File: src/rtl/lkpwm_pkg.sv
package lkpwm_pkg;
  localparam int CB_EN    = 0;
  localparam int CB_CONT  = 1;
  localparam int CB_DLVL  = 3;
  localparam int CB_ILVL  = 4;
  localparam int CB_ALIGN = 5;
  localparam int CB_LOCK  = 6;
  localparam int CB_LP    = 8;

  typedef enum logic [1:0] {
    SEL_CNT  = 2'd0,
    SEL_PER  = 2'd1,
    SEL_DUTY = 2'd2,
    SEL_CTRL = 2'd3
  } reg_sel_e;

  typedef struct packed {
    logic dlvl;
    logic ilvl;
  } pol_t;
endpackage

File: src/rtl/lkpwm_regfile.sv
module lkpwm_regfile
  import lkpwm_pkg::*;
#(
  parameter int DATA_W = 32,
  parameter int ADDR_W = 4
) (
  input  logic              clk,
  input  logic              rst,
  input  logic              wr_en,
  input  logic [ADDR_W-1:0] addr,
  input  logic [DATA_W-1:0] wdata,
  input  logic [DATA_W-1:0] cnt,
  output logic [DATA_W-1:0] per_w,
  output logic [DATA_W-1:0] duty_w,
  output logic [DATA_W-1:0] ctrl_w,
  output logic [DATA_W-1:0] rdata
);
  localparam logic [DATA_W-1:0] CTRL_MASK =
    (DATA_W'(1) << CB_EN)   | (DATA_W'(1) << CB_CONT) |
    (DATA_W'(1) << CB_DLVL) | (DATA_W'(1) << CB_ILVL) |
    (DATA_W'(1) << CB_ALIGN)| (DATA_W'(1) << CB_LOCK) |
    (DATA_W'(1) << CB_LP);

  reg_sel_e sel;
  assign sel = reg_sel_e'(addr[3:2]);

  always_ff @(posedge clk) begin
    if (rst) begin
      per_w  <= '0;
      duty_w <= '0;
      ctrl_w <= '0;
    end else if (wr_en) begin
      case (sel)
        SEL_PER:  per_w  <= wdata;
        SEL_DUTY: duty_w <= wdata;
        SEL_CTRL: ctrl_w <= wdata & CTRL_MASK;
        default:  ;
      endcase
    end
  end

  always_ff @(posedge clk) begin
    if (rst) begin
      rdata <= '0;
    end else begin
      case (sel)
        SEL_CNT:  rdata <= cnt;
        SEL_PER:  rdata <= per_w;
        SEL_DUTY: rdata <= duty_w;
        default:  rdata <= ctrl_w;
      endcase
    end
  end

  // a count-address write leaves every stored register untouched
  assert_cnt_write_ignored_R3: assert property (@(posedge clk) disable iff (rst)
    (wr_en && sel == SEL_CNT) |=> ($stable(per_w) && $stable(duty_w) && $stable(ctrl_w)));

  // control never holds an unimplemented bit
  assert_ctrl_mask_R2: assert property (@(posedge clk) disable iff (rst)
    (ctrl_w & ~CTRL_MASK) == '0);
endmodule

File: src/rtl/lkpwm_shadow.sv
module lkpwm_shadow
  import lkpwm_pkg::*;
#(
  parameter int DATA_W = 32
) (
  input  logic              clk,
  input  logic              rst,
  input  logic [DATA_W-1:0] per_w,
  input  logic [DATA_W-1:0] duty_w,
  input  pol_t              pol_w,
  input  logic              lock,
  input  logic              commit,
  output logic [DATA_W-1:0] per_a,
  output logic [DATA_W-1:0] duty_a,
  output pol_t              pol_a
);
  logic load;
  assign load = commit && !lock;

  always_ff @(posedge clk) begin
    if (rst) begin
      per_a  <= '0;
      duty_a <= '0;
      pol_a  <= '0;
    end else if (load) begin
      per_a  <= per_w;
      duty_a <= duty_w;
      pol_a  <= pol_w;
    end
  end

  // locked means the active set holds
  assert_lock_hold_R9: assert property (@(posedge clk) disable iff (rst)
    lock |=> ($stable(per_a) && $stable(duty_a) && $stable(pol_a)));

  // the active set changes only after a boundary from the counter
  assert_commit_at_boundary_R8: assert property (@(posedge clk) disable iff (rst)
    !commit |=> ($stable(per_a) && $stable(duty_a) && $stable(pol_a)));
endmodule

File: src/rtl/lkpwm_counter.sv
module lkpwm_counter #(
  parameter int DATA_W = 32
) (
  input  logic              clk,
  input  logic              rst,
  input  logic              run,
  input  logic [DATA_W-1:0] per_a,
  output logic [DATA_W-1:0] cnt,
  output logic              commit
);
  logic [DATA_W:0] cnt_inc;
  logic            wrap;

  assign cnt_inc = {1'b0, cnt} + 1'b1;
  assign wrap    = cnt_inc >= {1'b0, per_a};
  assign commit  = !run || wrap;

  always_ff @(posedge clk) begin
    if (rst || commit) cnt <= '0;
    else               cnt <= cnt_inc[DATA_W-1:0];
  end

  // a running count stays inside the active period
  assert_cnt_in_range_R5: assert property (@(posedge clk) disable iff (rst)
    (run && per_a != '0) |-> (cnt < per_a));

  // stopped channel holds the count at zero
  assert_stopped_zero_R4: assert property (@(posedge clk) disable iff (rst)
    !run |=> (cnt == '0));
endmodule

File: src/rtl/lkpwm_outgen.sv
module lkpwm_outgen
  import lkpwm_pkg::*;
#(
  parameter int DATA_W = 32
) (
  input  logic              clk,
  input  logic              rst,
  input  logic              run,
  input  logic [DATA_W-1:0] cnt,
  input  logic [DATA_W-1:0] per_a,
  input  logic [DATA_W-1:0] duty_a,
  input  pol_t              pol_a,
  output logic              pwm_out
);
  logic in_duty;
  assign in_duty = run && (per_a != '0) && (cnt < duty_a);

  always_ff @(posedge clk) begin
    if (rst) pwm_out <= 1'b0;
    else     pwm_out <= in_duty ? pol_a.dlvl : pol_a.ilvl;
  end

  // stopped output sits at the idle level
  assert_stopped_idle_R4: assert property (@(posedge clk) disable iff (rst)
    !run |=> (pwm_out == $past(pol_a.ilvl)));

  // zero duty never shows the duty level
  assert_zero_duty_idle_R7: assert property (@(posedge clk) disable iff (rst)
    (duty_a == '0) |=> (pwm_out == $past(pol_a.ilvl)));
endmodule

File: src/rtl/lkpwm_top.sv
module lkpwm_top
  import lkpwm_pkg::*;
#(
  parameter int DATA_W = 32,
  parameter int ADDR_W = 4
) (
  input  logic              clk,
  input  logic              rst,
  input  logic              wr_en,
  input  logic [ADDR_W-1:0] addr,
  input  logic [DATA_W-1:0] wdata,
  output logic [DATA_W-1:0] rdata,
  output logic              pwm_out
);
  logic [DATA_W-1:0] per_w, duty_w, ctrl_w;
  logic [DATA_W-1:0] per_a, duty_a, cnt;
  pol_t              pol_w, pol_a;
  logic              run, lock, commit;

  assign run   = ctrl_w[CB_EN] && ctrl_w[CB_CONT];
  assign lock  = ctrl_w[CB_LOCK];
  assign pol_w = '{dlvl: ctrl_w[CB_DLVL], ilvl: ctrl_w[CB_ILVL]};

  lkpwm_regfile #(.DATA_W(DATA_W), .ADDR_W(ADDR_W)) u_regs (
    .clk(clk), .rst(rst), .wr_en(wr_en), .addr(addr), .wdata(wdata),
    .cnt(cnt), .per_w(per_w), .duty_w(duty_w), .ctrl_w(ctrl_w), .rdata(rdata)
  );

  lkpwm_counter #(.DATA_W(DATA_W)) u_cnt (
    .clk(clk), .rst(rst), .run(run), .per_a(per_a), .cnt(cnt), .commit(commit)
  );

  lkpwm_shadow #(.DATA_W(DATA_W)) u_shadow (
    .clk(clk), .rst(rst), .per_w(per_w), .duty_w(duty_w), .pol_w(pol_w),
    .lock(lock), .commit(commit), .per_a(per_a), .duty_a(duty_a), .pol_a(pol_a)
  );

  lkpwm_outgen #(.DATA_W(DATA_W)) u_out (
    .clk(clk), .rst(rst), .run(run), .cnt(cnt), .per_a(per_a),
    .duty_a(duty_a), .pol_a(pol_a), .pwm_out(pwm_out)
  );

  // a staged period becomes active only with the lock clear
  assert_unlock_commit_R10: assert property (@(posedge clk) disable iff (rst)
    (per_a != $past(per_a)) |-> !$past(lock));
endmodule

File: config.mk
export PLATFORM = sky130hd
export DESIGN_NAME = lkpwm_top
export DESIGN_NICKNAME = d
export VERILOG_FILES = /design/src/rtl/lkpwm_pkg.sv /design/src/rtl/lkpwm_regfile.sv /design/src/rtl/lkpwm_shadow.sv /design/src/rtl/lkpwm_counter.sv /design/src/rtl/lkpwm_outgen.sv /design/src/rtl/lkpwm_top.sv
export SDC_FILE = /design/constraint.sdc
export NUM_CORES = 1
export LEC_CHECK = 0
export ABC_AREA = 1
export BUFFER_PORTS_ARGS = -buffer_cell sky130_fd_sc_hd__buf_4
export CAP_MARGIN = 20
export CORE_MARGIN = 2
export CORE_UTILIZATION = 30
export CTS_CLUSTER_SIZE = 30
export DETAILED_ROUTE_END_ITERATION = 12
export GPL_TIMING_DRIVEN = 1
export MAX_ROUTING_LAYER = met4
export PLACE_DENSITY = 0.51
export SYNTH_ARGS = -nofsm -noshare
export SYNTH_HDL_FRONTEND = slang
export SYNTH_SLANG_ARGS = --single-unit
File: constraint.sdc
create_clock -name clk -period 5.1 [get_ports clk]
set_input_delay 0.255 -clock clk [delete_from_list [all_inputs] [get_ports clk]]
set_output_delay 0.255 -clock clk [all_outputs]
set_load 0.01 [all_outputs]
==> summary.md, run 1 <==
| Metric | Value |
|---|---|
| Hold WC Path Type | `in2reg` |
| Starting Density | `0.305` |
| Largest net degree at the start of global routing | `95` |
| Worst EP arrival | `4.74 ns` |
| Buffer count from post-CTS setup fixing | `0` |
| Slew margin rel. | `0.334` |
| Gr ovfl total | `0` |
| Root Buffer | `clkbuf_16` |
| First-pass GRT wire length | `47,000 um` |
| CTS tree | `yes` |
| Async S/R FF share, synth | `0` |
| First DRT Iteration DRCs | `446` |
| Top_reg_cell synth | `dfxtp_1` |
| Drt wl/cell | `15.3 um` |
| Initial antenna violation count | `0` |
| Max frequency | `0.231 GHz` |
| Most numerous cell in the Yosys netlist | `inv_1` |
| Cts repair resizes | `0` |
| Setup TNS | `0 ns` |
| Biggest area consumer among synthesized cells | `dfxtp_1` |
| Final setup vio count | `0` |
| Drt pass-1 iters | `4` |
| EDFF count, synth | `0` |
| Critical path class | `reg2reg` |
| Number of port buffers | `69` |
| Critical Path Start Type | `register` |
| Area growth from synthesis to layout | `15.2%` |
| DRC | `0` |
| Vias in the first global route | `8,473` |
| Synth area leaders | `dfxtp_1 (40%), inv_1 (8.8%), a21oi_1 (8.2%), ha_1 (7.8%), nand2_1 (7.5%)` |
| Die ar. | `35,500 um^2` |
| Gp weighted congestion | `0.917` |
| Setup crit end kind | `register` |
| Nets | `1,552` |
| Row cnt | `67` |
| Final std cells w/o fill | `1,912` |
| CTS Hold Buffers Added | `0` |
| H-tree depth | `1` |
| Max VDD drop | `0.198 mV` |
| Worst Path Max Fanout | `39` |
| Synth top cells by count | `inv_1 (240), nand2_1 (203), dfxtp_1 (202), a21oi_1 (167), nor2_1 (150)` |
| #FFs+latches synth | `202` |
| Pwr per Cell Area | `307 nW/um^2` |
| Clock-pin slew on the worst setup and hold paths | `0.06 ns` |
| Layout cells sized above 1 | `0.107` |
| Slew at the pin closest to its max-slew limit | `0.997 ns` |
| Final-report max-slew violation count | `0` |
| # diodes | `0` |
| Final Critical Period | `4.34 ns` |
| Final period utilization | `0.850` |
| Drt total wl | `29,200 um` |
| CTS sink cnt | `202` |
| Synth Cell Area | `10,200 um^2` |
| Share of the synthesized area in the top cell type | `0.396` |
| DP Area | `11,100 um^2` |
| Status | `finished clean` |
| Via count | `8,987` |
| DP Cell Count | `1,872` |
| Count of different cell masters after synthesis | `36` |
| Die X | `189 um` |
| Final Power | `0.00361 W` |
| Insertion delay to the later sink of the worst-skew pair | `0.50 ns` |
| Net Count, Synth | `1,519` |
| Core area | `33,500 um^2` |
| Final HPWL DP | `21,000 um` |
| Clk_skew | `0.0128 ns` |
| Filler cells | `3,682` |
| Via/cell ratio | `4.70` |
| Cell area after layout | `11,800 um^2` |
| Fin. Hold Viols | `0` |
| Gr usage total | `0.169` |
| WP data required | `5.50 ns` |
| TritonCTS Buffers | `23` |
| Post-route ant nets | `0` |
| Synth Warn # | `0` |
| Ports | `72` |
| WHS | `0.0358 ns` |
| Die H | `189 um` |
| Mapped Cells | `1,416` |
| Avg Cell Area, Syn | `7.21 um^2` |
| Leakage | `5.65 nW` |
| Post-synthesis sequential area ratio | `0.396` |
| RSZ-0062 raised after global routing | `no` |
| Clock Tree Buf Depth | `3` |
| Max-cap violations | `0` |
==> power by group <==
group	switching, W	internal [W]	leakage, nW	total, W
registers	0.0000340	0.00165	1.65	0.00168
clock network	0.000667	0.000875	0.341	0.00154
logic	0.000247	0.000141	3.66	0.000388
total	0.000948	0.00266	5.65	0.00361
==> registers in the layout, summed over array words and instances (netlist names) <==
signal / count
u_cnt.cnt: 32
u_out.pwm_out: 1
u_regs.ctrl_w: 7
u_regs.duty_w: 32
u_regs.per_w: 32
u_regs.rdata: 32
u_shadow.duty_a: 32
u_shadow.per_a: 32
u_shadow.pol_a: 2
==> metal layers <==
metal	GRT usage	wire length [um]
met5	-	0
met4	0.0466	684
met3	0.0164	1110
met2	0.247	12400
met1	0.246	15000
==> critical path: stages (launching register included) <==
cell     delay, ns
dfxtp_1       0.44
nand3_1       0.16
nor2_1        0.21
nand2_1       0.17
nor2_1        0.21
nand2_1       0.15
nor2_1        0.20
nand2_1       0.07
nor2_1        0.18
nand3_1       0.17
o21ai_0       0.29
inv_1         0.08
ha_1          0.29
nand2_1       0.07
nor2_1        0.13
nand4_1       0.10
nor2_1        0.09
nand2_1       0.05
nand2_1       0.05
nand2_1       0.09
nand2_4       0.43
buf_12        0.28
nand3_1       0.10
nand2_1       0.14
nor2_1        0.05
==> metrics by stage <==
| stage | setup WS, ns | util |
|---|---|---|
| 2_1_floorplan | 1.95 | - |
| 3_3_place_gp | 0.796 | 0.330 |
| 3_5_place_dp | 0.810 | 0.330 |
| 4_1_cts | 0.788 | 0.351 |
| 5_1_grt | 0.287 | 0.351 |
| 6_report | 0.765 | 0.351 |
==> kinds of logic after synthesis <==
logic type / after synthesis / share of synthesized area
buffers and inverters: 318 / 0.126
XOR/XNOR: 19 / 0.0163
AND/OR/NAND/NOR: 508 / 0.223
AO/OA/AOI/OAI: 305 / 0.160
adder cells (fa/ha/maj): 64 / 0.0784
flip-flops: 202 / 0.396
==> cell type report <==
type	count	area [um^2]	area share
well taps	448	561	0.0477
repair buffers	83	661	0.0562
inverters	243	917	0.0780
flip-flops and latches	202	4040	0.344
clock inverters	7	38.8	0.00330
clock buffers	33	643	0.0547
multi-input cells	896	4900	0.416
==> final timing paths <==
kind / slack (ns) / depth (start not counted) / end / start
worst max-delay path: 0.76 / 24 / u_shadow.per_a[31] / u_cnt.cnt[0]
worst min register to register: 0.45 / 2 / u_regs.ctrl_w[5] / u_regs.ctrl_w[5]
worst min-delay path: 0.04 / 3 / u_regs.per_w[25] / wdata[25]
worst max register to register: 0.76 / 24 / u_shadow.per_a[31] / u_cnt.cnt[0]
==> cell usage in the layout, fill, tap and decap left out, drive strengths merged, types with 2 or more instances in the layout <==
master    n
a21o      2
a21oi   167
buf      83
clkbuf   33
clkinv    6
dfxtp   202
ha       64
inv     244
nand2   206
nand3    89
nand3b    2
nand4    17
nor2    153
nor3     26
nor4      9
o21ai   100
o221ai   20
o22ai    12
or2       5
xnor2     3
xor2     16
Note: power is estimated with default switching activity, not from simulation.
==> inputs of run 2 (changes only) <==
Settings changed: CTS_BUF_LIST set to sky130_fd_sc_hd__clkbuf_2 sky130_fd_sc_hd__clkbuf_4 sky130_fd_sc_hd__clkbuf_8, SLEW_MARGIN set to 30.
==> summary.md, run 2 (synthesis gave the netlist of run 1 again) <==
| Metric | Value |
|---|---|
| Status | `finished clean` |
| Die H | `189 um (unchanged)` |
| Vias in the first global route | `8,700 (+2.7%)` |
| Clk_skew | `0.0175 ns (+0.00468 ns)` |
| Final std cells w/o fill | `1,955 (+2.2%)` |
| Final-report max-slew violation count | `0 (unchanged)` |
| Crit-path max cell delay | `0.44 ns (about the same)` |
| Ports | `72 (unchanged)` |
| WHS Path Cells | `3 (unchanged)` |
| Fin. Hold Viols | `0 (unchanged)` |
| Hold_sp | `wdata[12]` |
| Max-cap violations | `0 (unchanged)` |
| WHS | `0.0264 ns (-0.00943 ns)` |
| Largest net degree at the start of global routing | `95 (unchanged)` |
| First-pass GRT wire length | `47,900 um (+1.9%)` |
| Area growth from synthesis to layout | `17.8%` |
| Critical path class | `reg2reg` |
| Most Frequent Cell on Critical Path | `nand2_1` |
| RSZ-0062 raised after global routing | `no` |
| TritonCTS Buffers | `37 (+61%)` |
| Pwr per Cell Area | `306 nW/um^2 (-0.40%)` |
| Layout cells sized above 1 | `0.125 (+0.0182)` |
| Critical R2R Launch | `u_cnt.cnt[0]` |
| Buffer count from post-CTS setup fixing | `0 (unchanged)` |
| Setup TNS | `0 ns (unchanged)` |
| Starting Density | `0.305 (unchanged)` |
| Setup slack, reg-to-reg | `0.79 ns (+0.02 ns)` |
| Clock Tree Buf Depth | `3 (unchanged)` |
| Setup crit end kind | `register` |
| Drt wl/cell | `15.2 um (-0.64%)` |
| Commonest non-fill, non-tap cell in the layout | `inv_1` |
| Clock-pin slew on the worst setup and hold paths | `0.06 ns (about the same)` |
| Max frequency | `0.232 GHz (+0.50%)` |
| Crit path cell chain | `nand3_1 > nor2_1 > nand2_1 > nor2_1 > nand2_1 > nor2_1 > nand2_1 > nor2_1 > nand3_1 > o21ai_0 > inv_1 > ha_1 > nand2_1 > nor2_1 > nand4_1 > nor2_1 > nand2_1 > nand2_1 > nand2_1 > nand2_4 > buf_12 > nand3_1 > nand2_1 > nor2_1` |
| Leakage | `5.79 nW (+2.5%)` |
| Number of port buffers | `69 (unchanged)` |
| DRC | `0 (unchanged)` |
| Die ar. | `35,500 um^2 (unchanged)` |
| Row cnt | `67 (unchanged)` |
| # diodes | `0 (unchanged)` |
| Cts repair resizes | `0 (unchanged)` |
| CTS sink cnt | `202 (unchanged)` |
| DP Area | `11,100 um^2 (about the same)` |
| Insertion delay to the later sink of the worst-skew pair | `0.53 ns (+0.03 ns)` |
| Gr ovfl total | `0 (unchanged)` |
| Crit path buf inv count | `2 (unchanged)` |
| Slew margin rel. | `0.375 (+0.0404)` |
| Max VDD drop | `0.215 mV (+8.6%)` |
| DP Cell Count | `1,872 (unchanged)` |
| Hold path endpoint | `u_regs.per_w[12]` |
| Final setup vio count | `0 (unchanged)` |
| Reg2Reg Depth | `24 (unchanged)` |
| Core area | `33,500 um^2 (unchanged)` |
| Final period utilization | `0.846 (-0.00426)` |
| Via/cell ratio | `4.66 (-0.87%)` |
| Critical Path Start Type | `register` |
| Final Critical Period | `4.31 ns (-0.0217 ns)` |
| Via count | `9,109 (+1.4%)` |
| Hold WC Path Type | `in2reg` |
| Initial antenna violation count | `0 (unchanged)` |
| Worst Path Max Fanout | `39 (unchanged)` |
| Cell area after layout | `12,000 um^2 (+2.3%)` |
| CTS Hold Buffers Added | `18 (+18)` |
| First DRT Iteration DRCs | `444 (-0.45%)` |
| Final HPWL DP | `20,900 um (-0.14%)` |
| H-tree depth | `2 (+1)` |
| Post-route ant nets | `0 (unchanged)` |
| Slowest CP cell | `dfxtp_1` |
| Slew at the pin closest to its max-slew limit | `0.936 ns (-0.0618 ns)` |
| Gr usage total | `0.173 (+0.00387)` |
| Nets | `1,584 (+2.1%)` |
| Critical R2R Capture | `u_shadow.per_a[31]` |
| Crit path max-delay family | `simple AND/OR/NAND/NOR gates` |
| CTS tree | `yes` |
| WP data required | `5.51 ns (about the same)` |
| Drt total wl | `29,600 um (+1.6%)` |
| Worst EP arrival | `4.72 ns (-0.02 ns)` |
| Fin util | `0.359 (+0.00791)` |
| Die X | `189 um (unchanged)` |
| Drt pass-1 iters | `5 (+1)` |
| Gp weighted congestion | `0.917 (unchanged)` |
| Root Buffer | `clkbuf_8` |
| Most frequent cells in the layout | `inv_1 (240), nand2_1 (202), dfxtp_1 (202)` |
## run 2: cell count changes in the layout (fill, tap and decap cells not counted), moves of 2 or more
cell,previous run,this run
clkbuf_4,0,15
clkbuf_1,7,0
clkinvlp_4,0,2
clkbuf_16,23,0
clkbuf_8,3,45
dlygate4sd3_1,0,18
clkinv_2,6,3
## run 2: metal layers
metal	part of all wire	track usage	up-vias
li1	-	-	4714
met1	0.51	0.247	4172
met2	0.43	0.251	181
met3	0.038	0.0216	42
met4	0.026	0.0547	0
met5	0	-	-
## run 2: metrics by stage
stage	worst slack [ns]	total power, W
6_report	0.786	0.00368
5_1_grt	0.232	0.00386
4_1_cts	0.751	0.00373
3_5_place_dp	0.778	0.00210
3_3_place_gp	0.796	0.00210
2_1_floorplan	1.95	0.00197
## run 2: cell type report
| class | instances | area [um^2] |
|---|---|---|
| sequential | 202 | 4040 |
| fill | 3705 | 21500 |
| tap | 448 | 561 |
| inverter | 243 | 917 |
| multi-input combinational | 896 | 4900 |
| clock buffer | 60 | 732 |
| timing repair buffer | 101 | 841 |
| clock inverter | 5 | 30.0 |
## run 2: how the worst max path moves through the flow
stage | from | to | slack, ns | depth (start not counted)
detailed placement | u_cnt.cnt[0] | u_shadow.per_a[31] | 0.78 | 24
global route | u_cnt.cnt[0] | u_shadow.duty_a[0] | 0.23 | 24
CTS | u_cnt.cnt[0] | u_shadow.per_a[31] | 0.75 | 24
finish | u_cnt.cnt[0] | u_shadow.per_a[31] | 0.79 | 24
floorplan | u_cnt.cnt[0] | u_shadow.pol_a[0] | 1.95 | 22
global placement | u_cnt.cnt[0] | u_shadow.per_a[31] | 0.80 | 24
## run 2: worst reg2reg max path: cells and delay by family (launching register included)
kind / cells / cell delay (ns)
buf+inv: 2 / 0.39
fa+ha+maj: 1 / 0.30
flops: 1 / 0.44
compound gates: 1 / 0.30
simple gates: 20 / 2.80
## run 2: report_power, final
group / internal [W] / switching (W) / total [W]
clock: 0.000906 / 0.000688 / 0.00159
sequential: 0.00165 / 0.0000341 / 0.00168
combinational: 0.000150 / 0.000251 / 0.000401
